[src/rtl/wpd_pkg.sv]
package wpd_pkg;

  typedef enum logic [1:0] {
    VK_STORE   = 2'b00,
    VK_SWALLOW = 2'b01,
    VK_DISCARD = 2'b10
  } verdict_e;

  localparam int SEQ_LEN     = 6;
  localparam int CMD_CMP_W   = 15;
  localparam int UNLOCK_STEP = 2;
  localparam logic [7:0] UNLOCK_DATA = 8'hA0;

  // Address expected at each step of the long (unprotect) sequence
  function automatic logic [CMD_CMP_W-1:0] step_addr(input int k);
    case (k)
      1, 4:    step_addr = 15'h2AAA;
      default: step_addr = 15'h5555;
    endcase
  endfunction

  // Data expected at each step of the long (unprotect) sequence
  function automatic logic [7:0] step_data(input int k);
    case (k)
      0, 3:    step_data = 8'hAA;
      1, 4:    step_data = 8'h55;
      2:       step_data = 8'h80;
      default: step_data = 8'h20;
    endcase
  endfunction

endpackage

[src/rtl/wpd_seq_match.sv]
module wpd_seq_match
  import wpd_pkg::*;
#(
  parameter int ADDR_W = 19,
  parameter int DATA_W = 8
) (
  input  logic              clk,
  input  logic              rst_n,
  input  logic              wr_valid,
  input  logic [ADDR_W-1:0] wr_addr,
  input  logic [DATA_W-1:0] wr_data,
  input  logic              win_open,
  input  logic              cycle_end,
  output logic              cmd_byte,
  output logic              unlock_hit,
  output logic              disable_hit
);
  localparam int CNT_W = $clog2(SEQ_LEN + 1);

  logic [CNT_W-1:0]   cnt_q, cnt_d, cnt_eff;
  logic               done_q, done_d, done_eff;
  logic [SEQ_LEN-1:0] step_hit;
  logic               unlock_match;
  logic               cur_hit;

  // One comparator per sequence step
  for (genvar k = 0; k < SEQ_LEN; k++) begin : g_step
    assign step_hit[k] = (wr_addr[CMD_CMP_W-1:0] == step_addr(k)) &&
                         (wr_data == DATA_W'(step_data(k)));
  end

  assign unlock_match = (wr_addr[CMD_CMP_W-1:0] == step_addr(UNLOCK_STEP)) &&
                        (wr_data == DATA_W'(UNLOCK_DATA));

  always_comb begin
    cur_hit = 1'b0;
    for (int k = 0; k < SEQ_LEN; k++) begin
      if (cnt_eff == CNT_W'(k)) cur_hit = step_hit[k];
    end
  end

  always_comb begin
    cnt_eff  = (cycle_end || !win_open) ? '0 : cnt_q;
    done_eff = cycle_end ? 1'b0 : done_q;
    cnt_d       = cnt_eff;
    done_d      = done_eff;
    cmd_byte    = 1'b0;
    unlock_hit  = 1'b0;
    disable_hit = 1'b0;
    if (wr_valid && !done_eff) begin
      if ((cnt_eff == CNT_W'(UNLOCK_STEP)) && unlock_match) begin
        cmd_byte   = 1'b1;
        unlock_hit = 1'b1;
        done_d     = 1'b1;
        cnt_d      = '0;
      end else if (cur_hit) begin
        cmd_byte = 1'b1;
        if (cnt_eff == CNT_W'(SEQ_LEN - 1)) begin
          disable_hit = 1'b1;
          done_d      = 1'b1;
          cnt_d       = '0;
        end else begin
          cnt_d = cnt_eff + 1'b1;
        end
      end else if (step_hit[0]) begin
        cmd_byte = 1'b1;
        cnt_d    = CNT_W'(1);
      end else begin
        cnt_d = '0;
      end
    end
  end

  always_ff @(posedge clk or negedge rst_n) begin
    if (!rst_n) begin
      cnt_q  <= '0;
      done_q <= 1'b0;
    end else begin
      cnt_q  <= cnt_d;
      done_q <= done_d;
    end
  end

endmodule

[src/rtl/wpd_prot_state.sv]
module wpd_prot_state (
  input  logic clk,
  input  logic rst_n,
  input  logic cycle_end,
  input  logic unlock_hit,
  input  logic disable_hit,
  output logic protect_q,
  output logic prot_eff,
  output logic unlocked_eff
);
  logic pset_q, pset_d, pset_eff;
  logic pclr_q, pclr_d, pclr_eff;
  logic unl_q, unl_d;

  always_comb begin
    if (cycle_end) begin
      prot_eff     = pclr_q ? 1'b0 : (pset_q ? 1'b1 : protect_q);
      pset_eff     = 1'b0;
      pclr_eff     = 1'b0;
      unlocked_eff = 1'b0;
    end else begin
      prot_eff     = protect_q;
      pset_eff     = pset_q;
      pclr_eff     = pclr_q;
      unlocked_eff = unl_q;
    end
    pset_d = pset_eff | unlock_hit;
    pclr_d = pclr_eff | disable_hit;
    unl_d  = unlocked_eff | unlock_hit | disable_hit;
  end

  always_ff @(posedge clk or negedge rst_n) begin
    if (!rst_n) begin
      protect_q <= 1'b0;
      pset_q    <= 1'b0;
      pclr_q    <= 1'b0;
      unl_q     <= 1'b0;
    end else begin
      if (cycle_end) protect_q <= prot_eff;
      pset_q <= pset_d;
      pclr_q <= pclr_d;
      unl_q  <= unl_d;
    end
  end

endmodule

[src/rtl/wpd_verdict.sv]
module wpd_verdict
  import wpd_pkg::*;
(
  input  logic       clk,
  input  logic       rst_n,
  input  logic       wr_valid,
  input  logic       cmd_byte,
  input  logic       prot_eff,
  input  logic       unlocked_eff,
  output logic       vrd_valid,
  output logic [1:0] vrd_kind
);
  verdict_e kind_d;

  always_comb begin
    if (cmd_byte)                      kind_d = VK_SWALLOW;
    else if (prot_eff && !unlocked_eff) kind_d = VK_DISCARD;
    else                                kind_d = VK_STORE;
  end

  always_ff @(posedge clk or negedge rst_n) begin
    if (!rst_n) begin
      vrd_valid <= 1'b0;
      vrd_kind  <= VK_STORE;
    end else begin
      vrd_valid <= wr_valid;
      if (wr_valid) vrd_kind <= kind_d;
    end
  end

endmodule

[src/rtl/wp_seq_detect.sv]
module wp_seq_detect #(
  parameter int ADDR_W = 19,
  parameter int DATA_W = 8
) (
  input  logic              clk,
  input  logic              rst_n,
  input  logic              wr_valid,
  input  logic [ADDR_W-1:0] wr_addr,
  input  logic [DATA_W-1:0] wr_data,
  input  logic              win_open,
  input  logic              cycle_end,
  output logic              vrd_valid,
  output logic [1:0]        vrd_kind,
  output logic              protect_on
);
  logic [1:0] rst_pipe;
  logic       rst_sync_n;
  logic       cmd_byte, unlock_hit, disable_hit;
  logic       prot_eff, unlocked_eff;

  // Assert asynchronously, release on the clock
  always_ff @(posedge clk or negedge rst_n) begin
    if (!rst_n) rst_pipe <= 2'b00;
    else        rst_pipe <= {rst_pipe[0], 1'b1};
  end
  assign rst_sync_n = rst_pipe[1];

  wpd_seq_match #(.ADDR_W(ADDR_W), .DATA_W(DATA_W)) u_match (
    .clk(clk), .rst_n(rst_sync_n), .wr_valid(wr_valid), .wr_addr(wr_addr),
    .wr_data(wr_data), .win_open(win_open), .cycle_end(cycle_end),
    .cmd_byte(cmd_byte), .unlock_hit(unlock_hit), .disable_hit(disable_hit)
  );

  wpd_prot_state u_prot (
    .clk(clk), .rst_n(rst_sync_n), .cycle_end(cycle_end),
    .unlock_hit(unlock_hit), .disable_hit(disable_hit),
    .protect_q(protect_on), .prot_eff(prot_eff), .unlocked_eff(unlocked_eff)
  );

  wpd_verdict u_vrd (
    .clk(clk), .rst_n(rst_sync_n), .wr_valid(wr_valid), .cmd_byte(cmd_byte),
    .prot_eff(prot_eff), .unlocked_eff(unlocked_eff),
    .vrd_valid(vrd_valid), .vrd_kind(vrd_kind)
  );

endmodule

[config.mk]
export PLATFORM = sky130hd
export DESIGN_NAME = wp_seq_detect
export DESIGN_NICKNAME = d
export VERILOG_FILES = /design/src/rtl/wpd_pkg.sv /design/src/rtl/wpd_seq_match.sv /design/src/rtl/wpd_prot_state.sv /design/src/rtl/wpd_verdict.sv /design/src/rtl/wp_seq_detect.sv
export SDC_FILE = /design/constraint.sdc
export NUM_CORES = 1
export LEC_CHECK = 0
export ABC_AREA = 1
export BUFFER_PORTS_ARGS = -buffer_cell sky130_fd_sc_hd__clkbuf_2
export CORE_MARGIN = 1
export CORE_UTILIZATION = 49
export CTS_CLUSTER_DIAMETER = 40
export DETAILED_ROUTE_END_ITERATION = 8
export HOLD_SLACK_MARGIN = 0.06
export PLACE_DENSITY_LB_ADDON = 0.2
export SLEW_MARGIN = 25
export SYNTH_ARGS = -nofsm -noshare
export SYNTH_HDL_FRONTEND = slang
export SYNTH_HIERARCHICAL = 1
export SYNTH_SLANG_ARGS = --single-unit
[constraint.sdc]
create_clock -name clk -period 0.8 [get_ports clk]
set_clock_uncertainty 0.05 [all_clocks]
set_input_delay 0.04 -clock clk [delete_from_list [all_inputs] [get_ports clk]]
set_output_delay 0.04 -clock clk [all_outputs]
set_load 0.01 [all_outputs]
==> run_results.csv <==
group,metric,value,unit
setup_path,cp_slowest_cell,"dfrtp_1",
setup_path,critPathKind,"reg -> reg",
timing,holdWs,42.77,ps
yosys,synthFlopType,"dfrtp_1",
cells_and_area,final_common_cell,"nand2_1",
route,vias,1159,
clock_network,insertion_delay,280,ps
yosys,ys_seq_area_frac,0.3140,
timing,fin_crit_sh,2.034,
route,drtIter0Drc,22,
die,rows,16,
setup_path,cp-endpoint,"u_vrd/vrd_kind[1]",
yosys,synth_edf_count,0,
global_route,grt_pass1_wl,4.209,mm
status,status,"finished with violations",
yosys,ys_warn_count,6,
yosys,syn_nets,196,
setup_path,end_kind,"register",
cells_and_area,fin_area,1550,um2
setup_path,crit_arrival,1760,ps
setup_path,cpMostUsedCell,"nand2_2",
die,initial_core_util,0.5227,
route,antenna_left,0,
place,dp_hpwl,2.066,mm
global_route,track_usage,0.2636,
timing,tns,-6768,ps
setup_path,slowest_delay,380,ps
cells_and_area,antennaDiodeCount,0,
place,port-buffer-count,31,
status,violations,"setup timing",
timing,max_freq,0.6145,GHz
place,globalplace.congestion,0.7616,
cells_and_area,final_cells,251,
die,ios,36,
timing,hold_viol,0,
cells_and_area,syn_to_final_growth,49.64,%
route,drc,0,
clock_network,cts_tree,"built",
setup_path,r2r_slack,-830,ps
setup_path,crit_fanout,3,
setup_path,crit_family,"simple AND/OR/NAND/NOR gates",
setup_path,cp.required,930,ps
global_route,grt_max_degree,12,
cells_and_area,nets,258,
clock_network,postCtsHoldBufs,3,
min_path,holdCritPathClass,"in -> reg",
place,placed_area,1389,um2
die,die_area,2302,um2
setup_path,cp.depth,15,
die,die_h,47.98,um
setup_path,cp-startpoint,"u_match/cnt_q[0]",
cells_and_area,drive_gt1_frac,0.4688,
yosys,ys_ff_latch,13,
die,die_w,47.98,um
run,maxCapViolCount,0,
route,routed_wl,2.674,mm
clock_network,path_clk_slew,80,ps
setup_path,r2r-start,"u_match/cnt_q[0]",
place,dp.cells,239,
timing,finalSetupViolCount,13,
min_path,min_from,"cycle_end",
timing,timing.final.ws_setup,-827.3,ps
clock_network,cts_max_path_buffers,2,
clock_network,htree_levels,1,
timing,period_minus_slack,1627,ps
setup_path,path_buf_inv,2,
clock_network,clockRootBuffer,"clkbuf_4",
clock_network,cts_made_buffers,3,
power_and_ir_drop,powerDensity,920.4,nW/um2
yosys,ys_types,23,
global_route,grt_pass1_vias,1127,
yosys,async_flop_share,1.000,
die,core,1982,um2
setup_path,r2r_cells,15,
global_route,antenna_found_initial,0,
route,vias_per_cell,4.618,
global_route,grt_overflow,0,
timing,drv_slew,0,
setup_path,startpoint_type,"register",
yosys,syn_inst,163,
route,dr.pass1.iters,4,
power_and_ir_drop,peakVddDrop,1243,uV
clock_network,clock_sinks,13,
cells_and_area,final_cell_mix,"nand2_1 (34), clkbuf_2 (30), inv_1 (26)",
timing,grt_setup_unrepaired,"true",
setup_path,crit_chain,"inv_2, nor2_4, inv_2, nor2_4, ha_4, a21oi_2, nand2_1, nand2_2, nand2_2, nand3_2, nand3_2, nand2_2, nor2_4, nand2_2, nand2_1",
yosys,syn-cell-area,1036,um2
yosys,synth.avg_cell_area,6.356,um2
power_and_ir_drop,leakagePower,0.8456,nW
route,wl_per_cell,10.65,um
setup_path,r2r-end,"u_vrd/vrd_kind[1]",
[metrics by stage]
stage	util	worst slack (ps)	total power, mW
2_1_floorplan	-	-668.5	0.8237
3_3_place_gp	0.7008	-739.2	0.9846
3_5_place_dp	0.7008	-831.0	0.9952
4_1_cts	0.7696	-785.4	1.427
5_1_grt	0.7822	-896.6	1.522
6_report	0.7822	-827.3	1.427
[worst min-delay path: cells and delay by family]
family                 cells  cell delay [ps]
AO/OA/AOI/OAI              1               70
buffers and inverters      2              230
[worst min path at each step]
stage	end	slack (ps)	cells past startpoint
2_1_floorplan	rst_pipe[0]	-310	0
3_3_place_gp	rst_pipe[0]	-230	1
3_5_place_dp	rst_pipe[1]	-220	1
4_1_cts	u_prot/pclr_q	40	3
5_1_grt	u_prot/pclr_q	50	3
6_report	u_prot/pclr_q	40	3
[Yosys cell counts, types with 2 or more instances]
| cell type | count | area (um2) |
|---|---|---|
| nand2_2 | 7 | 43.79 |
| nand2_1 | 39 | 146.4 |
| inv_2 | 4 | 15.01 |
| inv_1 | 31 | 116.4 |
| a21oi_1 | 3 | 15.01 |
| nor2_4 | 2 | 22.52 |
| dfrtp_1 | 13 | 325.3 |
| nor2_1 | 28 | 105.1 |
| o21ai_0 | 2 | 10.01 |
| o21bai_1 | 2 | 15.01 |
| nand3_1 | 12 | 60.06 |
| nor2_2 | 9 | 56.30 |
[routing by layer]
metal | global-route usage | vias to the layer above | part of all wire
li1 | - | 608 | -
met1 | 0.2713 | 524 | 0.40
met5 | 0 | - | 0
met2 | 0.5081 | 25 | 0.56
met4 | 0.07222 | 0 | 0.0067
met3 | 0.07925 | 2 | 0.040
[final cells by class]
cell class | count | area (um2)
Clock buffer | 3 | 22.52
Clock inverter | 1 | 5.005
Fill cell | 164 | 431.7
Inverter | 35 | 131.4
Multi-Input combinational cell | 115 | 674.4
Sequential cell | 13 | 325.3
Tap cell | 27 | 33.78
Timing Repair Buffer | 57 | 357.8
[state kept, by name, summed over array words and instances (netlist names)]
name and count:
rst_pipe 2, u_match/cnt_q 3, u_match/done_q 1, u_prot/pclr_q 1
u_prot/protect_q 1, u_prot/pset_q 1, u_prot/unl_q 1, u_vrd/vrd_kind 2
u_vrd/vrd_valid 1
[power by group]
group	switching (mW)	internal (mW)
registers	0.0107	0.680
logic	0.172	0.157
clock network	0.222	0.186
total	0.405	1.02
[logic make-up (layout without fill, tap and decap cells)]
group / Yosys count / after routing / synth area share
other cells: 1 / 1 / 0.003620
fa+ha+maj: 1 / 1 / 0.01208
flops: 13 / 13 / 0.3140
buf+inv: 35 / 96 / 0.1268
simple gates: 104 / 104 / 0.4879
compound gates: 9 / 9 / 0.05555
[timing repair]
item | CTS | global route
endpoints found under the setup margin | 13 | 14
buffers inserted | 4 | 1
pin swaps | 13 | 4
cloned | 0 | 0
hold endpoints to repair | 6 | 2
gates resized for setup | 12 | 6
Power figures use the tool's default switching activity.
